$ cat src/rtl/idiv_pkg.sv
package idiv_pkg;
  localparam int MODE_SIGN_BIT = 0;
  localparam int MODE_LONG_BIT = 1;

  typedef enum logic [1:0] {
    ST_IDLE = 2'd0,
    ST_RUN  = 2'd1,
    ST_FIN  = 2'd2
  } dstate_e;
endpackage

$ cat src/rtl/idiv_operand_prep.sv
module idiv_operand_prep
  import idiv_pkg::*;
#(
  parameter int W = 32
) (
  input  logic [1:0]     mode_i,
  input  logic [W-1:0]   lo_i,
  input  logic [W-1:0]   hi_i,
  input  logic [W-1:0]   dvs_i,
  output logic [2*W-1:0] dvd_mag_o,
  output logic [W-1:0]   dvs_mag_o,
  output logic           dvd_neg_o,
  output logic           dvs_neg_o,
  output logic           dvs_zero_o
);
  localparam int HW = W / 2;
  localparam int DW = 2 * W;

  logic          sgn, lng;
  logic [DW-1:0] dvd_full;
  logic [W-1:0]  dvs_ext;

  always_comb begin
    sgn = mode_i[MODE_SIGN_BIT];
    lng = mode_i[MODE_LONG_BIT];
    // word forms use the low half of the divisor, extended per signedness
    if (lng)      dvs_ext = dvs_i;
    else if (sgn) dvs_ext = {{HW{dvs_i[HW-1]}}, dvs_i[HW-1:0]};
    else          dvs_ext = {{HW{1'b0}}, dvs_i[HW-1:0]};
    // long forms concatenate high and low register operands
    if (lng)      dvd_full = {hi_i, lo_i};
    else if (sgn) dvd_full = {{W{lo_i[W-1]}}, lo_i};
    else          dvd_full = {{W{1'b0}}, lo_i};
    dvd_neg_o  = sgn & dvd_full[DW-1];
    dvs_neg_o  = sgn & dvs_ext[W-1];
    dvd_mag_o  = dvd_neg_o ? -dvd_full : dvd_full;
    dvs_mag_o  = dvs_neg_o ? -dvs_ext : dvs_ext;
    dvs_zero_o = (dvs_ext == '0);
  end
endmodule

$ cat src/rtl/idiv_restoring_core.sv
module idiv_restoring_core #(
  parameter int W = 32
) (
  input  logic           clk,
  input  logic           rst_n,
  input  logic           load_i,
  input  logic           long_i,
  input  logic [2*W-1:0] dvd_i,
  input  logic [W-1:0]   dvs_i,
  output logic [2*W-1:0] q_o,
  output logic [W-1:0]   r_o,
  output logic           last_o
);
  localparam int DW = 2 * W;
  localparam int CW = $clog2(DW + 1);

  logic [DW-1:0] dq_q, dq_d;
  logic [W-1:0]  acc_q, acc_d;
  logic [W-1:0]  dvs_q, dvs_d;
  logic [CW-1:0] cnt_q, cnt_d;
  logic          step_en;
  logic [W:0]    trial;
  logic [W-1:0]  diff;
  logic          fits;

  always_comb begin
    trial   = {acc_q, dq_q[DW-1]};
    fits    = (trial >= {1'b0, dvs_q});
    diff    = trial[W-1:0] - dvs_q;
    step_en = load_i | (cnt_q != '0);
    dq_d    = dq_q;
    acc_d   = acc_q;
    dvs_d   = dvs_q;
    cnt_d   = cnt_q;
    if (load_i) begin
      // word forms place the 32-bit dividend in the upper half: W steps
      dq_d  = long_i ? dvd_i : {dvd_i[W-1:0], {W{1'b0}}};
      acc_d = '0;
      dvs_d = dvs_i;
      cnt_d = long_i ? CW'(DW) : CW'(W);
    end else if (cnt_q != '0) begin
      acc_d = fits ? diff : trial[W-1:0];
      dq_d  = {dq_q[DW-2:0], fits};
      cnt_d = cnt_q - 1'b1;
    end
  end

  always_ff @(posedge clk or negedge rst_n) begin
    if (!rst_n) begin
      dq_q  <= '0;
      acc_q <= '0;
      dvs_q <= '0;
      cnt_q <= '0;
    end else if (step_en) begin
      dq_q  <= dq_d;
      acc_q <= acc_d;
      dvs_q <= dvs_d;
      cnt_q <= cnt_d;
    end
  end

  assign q_o    = dq_q;
  assign r_o    = acc_q;
  assign last_o = (cnt_q == CW'(1));
endmodule

$ cat src/rtl/idiv_result_pack.sv
module idiv_result_pack #(
  parameter int W = 32
) (
  input  logic           long_i,
  input  logic           sgn_i,
  input  logic           q_neg_i,
  input  logic           r_neg_i,
  input  logic [2*W-1:0] q_mag_i,
  input  logic [W-1:0]   r_mag_i,
  input  logic           same_i,
  input  logic           n_prev_i,
  output logic [W-1:0]   quo_o,
  output logic [W-1:0]   rem_o,
  output logic           quo_we_o,
  output logic           rem_we_o,
  output logic           n_o,
  output logic           z_o,
  output logic           v_o
);
  localparam int HW = W / 2;
  localparam int DW = 2 * W;
  localparam logic [DW-1:0] LIM_WU  = {{(DW-HW){1'b0}}, {HW{1'b1}}};
  localparam logic [DW-1:0] LIM_WSP = {{(DW-HW+1){1'b0}}, {(HW-1){1'b1}}};
  localparam logic [DW-1:0] LIM_LU  = {{W{1'b0}}, {W{1'b1}}};
  localparam logic [DW-1:0] LIM_LSP = {{(W+1){1'b0}}, {(W-1){1'b1}}};

  logic [DW-1:0] lim;
  logic          ovf;
  logic [W-1:0]  q_val, r_val;

  always_comb begin
    // a negative quotient may reach one further than a positive one
    if (long_i) lim = sgn_i ? (LIM_LSP + DW'(q_neg_i)) : LIM_LU;
    else        lim = sgn_i ? (LIM_WSP + DW'(q_neg_i)) : LIM_WU;
    ovf   = (q_mag_i > lim);
    q_val = q_neg_i ? -q_mag_i[W-1:0] : q_mag_i[W-1:0];
    r_val = r_neg_i ? -r_mag_i : r_mag_i;
    rem_o = r_val;
    if (long_i) begin
      quo_o    = q_val;
      n_o      = q_val[W-1];
      z_o      = (q_val == '0);
      rem_we_o = ~ovf & ~same_i;
    end else begin
      quo_o    = {r_val[HW-1:0], q_val[HW-1:0]};
      n_o      = q_val[HW-1];
      z_o      = (q_val[HW-1:0] == '0);
      rem_we_o = 1'b0;
    end
    quo_we_o = ~ovf;
    v_o      = ovf;
    if (ovf) begin
      n_o = n_prev_i;
      z_o = 1'b0;
    end
  end
endmodule

$ cat src/rtl/idiv_flags_unit.sv
module idiv_flags_unit
  import idiv_pkg::*;
#(
  parameter int W = 32
) (
  input  logic         clk,
  input  logic         rst_n,
  input  logic         start,
  input  logic [1:0]   mode,
  input  logic [W-1:0] quo_src,
  input  logic [W-1:0] rem_src,
  input  logic [W-1:0] divisor,
  input  logic         same_dst,
  input  logic         n_prev,
  output logic         busy,
  output logic         done,
  output logic [W-1:0] quo_res,
  output logic [W-1:0] rem_res,
  output logic         quo_we,
  output logic         rem_we,
  output logic         flag_n,
  output logic         flag_z,
  output logic         flag_v,
  output logic         flag_c,
  output logic         div_zero
);
  localparam int DW = 2 * W;

  // reset synchronizer: assert asynchronously, release on a clock edge
  logic [1:0] sync_q;
  logic       rst_n_i;
  always_ff @(posedge clk or negedge rst_n) begin
    if (!rst_n) sync_q <= 2'b00;
    else        sync_q <= {sync_q[0], 1'b1};
  end
  assign rst_n_i = sync_q[1];

  logic [DW-1:0] p_dvd_mag;
  logic [W-1:0]  p_dvs_mag;
  logic          p_dvd_neg, p_dvs_neg, p_dvs_zero;

  idiv_operand_prep #(.W(W)) u_prep (
    .mode_i     (mode),
    .lo_i       (quo_src),
    .hi_i       (rem_src),
    .dvs_i      (divisor),
    .dvd_mag_o  (p_dvd_mag),
    .dvs_mag_o  (p_dvs_mag),
    .dvd_neg_o  (p_dvd_neg),
    .dvs_neg_o  (p_dvs_neg),
    .dvs_zero_o (p_dvs_zero)
  );

  dstate_e    st_q, st_d;
  logic [1:0] mode_q;
  logic       qneg_q, rneg_q, same_q, nprev_q, trap_q;
  logic       accept, fin, c_last;

  assign accept = start & (st_q == ST_IDLE);
  assign fin    = (st_q == ST_FIN);

  logic [DW-1:0] c_q;
  logic [W-1:0]  c_r;

  idiv_restoring_core #(.W(W)) u_core (
    .clk    (clk),
    .rst_n  (rst_n_i),
    .load_i (accept & ~p_dvs_zero),
    .long_i (mode[MODE_LONG_BIT]),
    .dvd_i  (p_dvd_mag),
    .dvs_i  (p_dvs_mag),
    .q_o    (c_q),
    .r_o    (c_r),
    .last_o (c_last)
  );

  logic [W-1:0] pk_quo, pk_rem;
  logic         pk_qwe, pk_rwe, pk_n, pk_z, pk_v;

  idiv_result_pack #(.W(W)) u_pack (
    .long_i   (mode_q[MODE_LONG_BIT]),
    .sgn_i    (mode_q[MODE_SIGN_BIT]),
    .q_neg_i  (qneg_q),
    .r_neg_i  (rneg_q),
    .q_mag_i  (c_q),
    .r_mag_i  (c_r),
    .same_i   (same_q),
    .n_prev_i (nprev_q),
    .quo_o    (pk_quo),
    .rem_o    (pk_rem),
    .quo_we_o (pk_qwe),
    .rem_we_o (pk_rwe),
    .n_o      (pk_n),
    .z_o      (pk_z),
    .v_o      (pk_v)
  );

  // sequencing
  always_comb begin
    st_d = st_q;
    unique case (st_q)
      ST_IDLE: if (accept) st_d = p_dvs_zero ? ST_FIN : ST_RUN;
      ST_RUN:  if (c_last) st_d = ST_FIN;
      ST_FIN:  st_d = ST_IDLE;
      default: st_d = ST_IDLE;
    endcase
  end

  always_ff @(posedge clk or negedge rst_n_i) begin
    if (!rst_n_i) begin
      st_q    <= ST_IDLE;
      mode_q  <= '0;
      qneg_q  <= 1'b0;
      rneg_q  <= 1'b0;
      same_q  <= 1'b0;
      nprev_q <= 1'b0;
      trap_q  <= 1'b0;
    end else begin
      st_q <= st_d;
      if (accept) begin
        mode_q  <= mode;
        qneg_q  <= p_dvd_neg ^ p_dvs_neg;
        rneg_q  <= p_dvd_neg;
        same_q  <= same_dst;
        nprev_q <= n_prev;
        trap_q  <= p_dvs_zero;
      end
    end
  end

  // result registers
  logic         done_d, trap_d, qwe_d, rwe_d, n_d, z_d, v_d, data_en;

  always_comb begin
    done_d  = fin;
    trap_d  = fin & trap_q;
    qwe_d   = fin & ~trap_q & pk_qwe;
    rwe_d   = fin & ~trap_q & pk_rwe;
    n_d     = trap_q ? nprev_q : pk_n;
    z_d     = ~trap_q & pk_z;
    v_d     = ~trap_q & pk_v;
    data_en = fin & ~trap_q;
  end

  always_ff @(posedge clk or negedge rst_n_i) begin
    if (!rst_n_i) begin
      done     <= 1'b0;
      div_zero <= 1'b0;
      quo_we   <= 1'b0;
      rem_we   <= 1'b0;
      flag_n   <= 1'b0;
      flag_z   <= 1'b0;
      flag_v   <= 1'b0;
      flag_c   <= 1'b0;
      quo_res  <= '0;
      rem_res  <= '0;
    end else begin
      done     <= done_d;
      div_zero <= trap_d;
      quo_we   <= qwe_d;
      rem_we   <= rwe_d;
      if (fin) begin
        flag_n <= n_d;
        flag_z <= z_d;
        flag_v <= v_d;
        flag_c <= 1'b0;
      end
      if (data_en) begin
        quo_res <= pk_quo;
        rem_res <= pk_rem;
      end
    end
  end

  assign busy = (st_q != ST_IDLE);
endmodule

$ cat config.mk
export PLATFORM = sky130hd
export DESIGN_NAME = idiv_flags_unit
export DESIGN_NICKNAME = d
export VERILOG_FILES = /design/src/rtl/idiv_pkg.sv /design/src/rtl/idiv_operand_prep.sv /design/src/rtl/idiv_restoring_core.sv /design/src/rtl/idiv_result_pack.sv /design/src/rtl/idiv_flags_unit.sv
export SDC_FILE = /design/constraint.sdc
export NUM_CORES = 1
export LEC_CHECK = 0
export CORE_MARGIN = 1
export CORE_UTILIZATION = 52
export DETAILED_ROUTE_END_ITERATION = 10
export HOLD_SLACK_MARGIN = 0.08
export PLACE_DENSITY_LB_ADDON = 0.25
export SYNTH_ARGS = -nofsm -noshare
export SYNTH_HDL_FRONTEND = slang
export SYNTH_SLANG_ARGS = --single-unit
$ cat constraint.sdc
create_clock -name clk -period 6.36 [get_ports clk]
set_input_delay 0.954 -clock clk [delete_from_list [all_inputs] [get_ports clk]]
set_output_delay 0.954 -clock clk [all_outputs]
set_load 0.02 [all_outputs]
==> flow_summary_export.csv <==
group,metric,value,unit
floorplan,core,29700,um^2
floorplan,initial_core_util,53.0,%
placement,port_buffers,174,
timing,hold_viol,0,
clock_tree,cts_setup_buffers,0,
clock_tree,post_cts_resized,0,
clock_tree,cts.path.max_buffers,3,
worst_setup_path,cp_max_fo,49,
timing,rsz0062_at_grt,"false",
routing,wl_per_cell,18.8,um
timing,slew_headroom,21.3,%
floorplan,num_io_pins,176,
worst_setup_path,path_class,"in -> reg",
synth,ys.flop_type,"dfrtp_1",
worst_setup_path,endpoint_kind,"flop",
power_and_ir_drop,p_per_area,307,nW/um^2
worst_setup_path,critPathLaunchType,"input port",
synth,syn_nets,2126,
synth,synth_edf_count,0,
timing,finalMaxSlewViolations,0,
floorplan,dieArea,31000,um^2
timing,finalSetupViolCount,0,
routing,vias,15165,
layout,diodes,0,
worst_setup_path,required,6720,ps
flow_run,maxCapViolations,0,
timing,post-route-period-util,72.6,%
worst_hold_path,min_path_type,"reg -> reg",
clock_tree,cts.sinks,217,
synth,syn_inst,1965,
layout,fillers,2637,
synth,yosys_warnings,0,
routing,wl,46200,um
synth,syn-cell-area,15800,um^2
clock_tree,clk_pin_slew,60,ps
layout,drive_above_1_share,4.53,%
synth,synth_top_area_share,34.5,%
global_routing,grt_max_degree,111,
timing,fmax,217,MHz
synth,yosys-top-cells-area,"dfrtp_1, nand2_1, o21ai_0",
synth,synth.largest_area_cell,"dfrtp_1",
timing,max_slew.worst_pin.slew,1180,ps
synth,ys_types,74,
floorplan,die_y,176,um
timing,hold_ws,349,ps
routing,viasPerCell,6.16,
clock_tree,htreeDepth,1,
synth,synth-seq-cells,217,
clock_tree,cts_made_buffers,23,
routing,route.detailed.drc,0,
layout,areaGrowthSynthToFinish,17.2,%
worst_setup_path,critPathArrivalTime,4970,ps
clock_tree,cts_tree,"yes",
clock_tree,clkLatencyLatePin,510,ps
clock_tree,cts_root_buf,"clkbuf_16",
floorplan,die_x,176,um
layout,layout.nets,2219,
global_routing,grt_pass1_vias,13788,
synth,async_reset_ff_share,100,%
routing,drtAntennaViolNets,0,
synth,yosysMostFrequentCell,"nand2_1",
status,outcome,"completed",
global_routing,grt_pass1_wl,74000,um
clock_tree,cts_hold_buf,0,
synth,synth-seq-area-share,34.5,%
global_routing,grt_usage,29.6,%
floorplan,num_rows,63,
layout,post-route-util,62.1,%
timing,min_period,4620,ps
placement,place_hpwl,34400,um
power_and_ir_drop,p_leak,7.46,nW
timing,finalSetupTns,0,ps
routing,drtPass1Iterations,5,
power_and_ir_drop,peakVddDrop,0.211,mV
placement,place.gp.congestion,0.950,
synth,synth.top_cells.by_count,"nand2_1, o21ai_0, dfrtp_1",
global_routing,gr-total-overflow,0,
synth,syn_area_per_cell,8.02,um^2
global_routing,grt_antenna_before_repair,0,
timing,fin_skew,7.10,ps
routing,drtIter0Drc,1548,
-- layout by cell type (no fill, tap or decap), types with 17 or more instances in the layout --
cell type / n
a211oi_1: 17
a21o_1: 22
a21oi_1: 141
a31oi_1: 51
and2_1: 17
clkbuf_16: 23
clkdlybuf4s50_1: 173
dfrtp_1: 216
ha_1: 57
inv_1: 59
mux2i_1: 47
nand2_1: 304
nand3_1: 37
nand4_1: 20
nor2_1: 122
nor3_1: 37
nor4_1: 25
o21ai_0: 218
o31ai_1: 42
o41ai_1: 19
or3_1: 21
or4_1: 17
xnor2_1: 67
xor2_1: 102
-- where the power goes --
group / internal [mW] / switching [mW]
Sequential: 1.60 / 0.507
Clock: 0.804 / 0.558
Combinational: 0.950 / 1.25
-- critical path, cell delays in order --
cell and delay, ps:
clkdlybuf4s50_1 440, inv_1 110, ha_1 180, nor4b_1 540, nand3_1 270, nor4b_1 880
nand3_1 350, nand3_4 540, buf_4 430, nor3_1 90, o21bai_1 170
-- layout make-up --
cell class / instances / area, um^2 / share of cell area, %
inverters: 61 / 229 / 1.24
repair buffers: 190 / 1870 / 10.1
clock buffers: 33 / 703 / 3.81
multi-input cells: 1565 / 9680 / 52.4
clock inverters: 7 / 62.6 / 0.339
well taps: 390 / 488 / 2.64
flip-flops and latches: 217 / 5430 / 29.4
-- state kept, by name, summed over array words and instances (netlist names) --
signal        cells
div_zero          1
done              1
flag_n            1
flag_v            1
flag_z            1
mode_q            2
nprev_q           1
qneg_q            1
quo_res          32
quo_we            1
rem_res          32
rem_we            1
rneg_q            1
same_q            1
st_q              2
sync_q            2
trap_q            1
u_core.cnt_q      7
u_core.dvs_q     32
u_core.q_o       64
u_core.r_o       32
-- stage by stage --
stage,cell area [um^2],std cells,power [mW],worst slack [ps]
after floorplan,15800,1965,3.59,2580
after global placement,17700,2423,4.19,1390
after detailed placement,17700,2423,4.26,1300
after CTS,18500,2463,5.63,1800
after global routing,18500,2463,6.02,1500
final,18500,2463,5.67,1740
-- path summary, 6_finish.rpt --
kind,start,endpoint,slack [ps],cells past startpoint
worst max-delay path,divisor[0],u_core.q_o[6],1740,11
min in group asynchronous,sync_q[1],u_core.r_o[18],390,0
worst max register to register,qneg_q,flag_n,2400,13
worst min-delay path,sync_q[0],sync_q[1],350,0
worst min register to register,sync_q[0],sync_q[1],350,0
max in group asynchronous,sync_q[1],quo_res[1],4600,1
-- routing by layer --
layer,vias up,GRT usage (%),wire length [um]
li1,7260,-,-
met1,7168,47.0,22600
met2,665,41.9,18900
met3,72,3.53,3740
met4,0,7.21,912
met5,-,0,0
-- kinds of logic after synthesis --
kind of cell / share of synthesized area [%]
mux: 4.13
other cells: 0.0477
xor+xnor: 9.39
fa+ha+maj: 4.65
buf+inv: 4.39
simple gates: 20.0
compound gates: 22.9
flops: 34.5
Note: power is estimated with default switching activity, not from simulation.
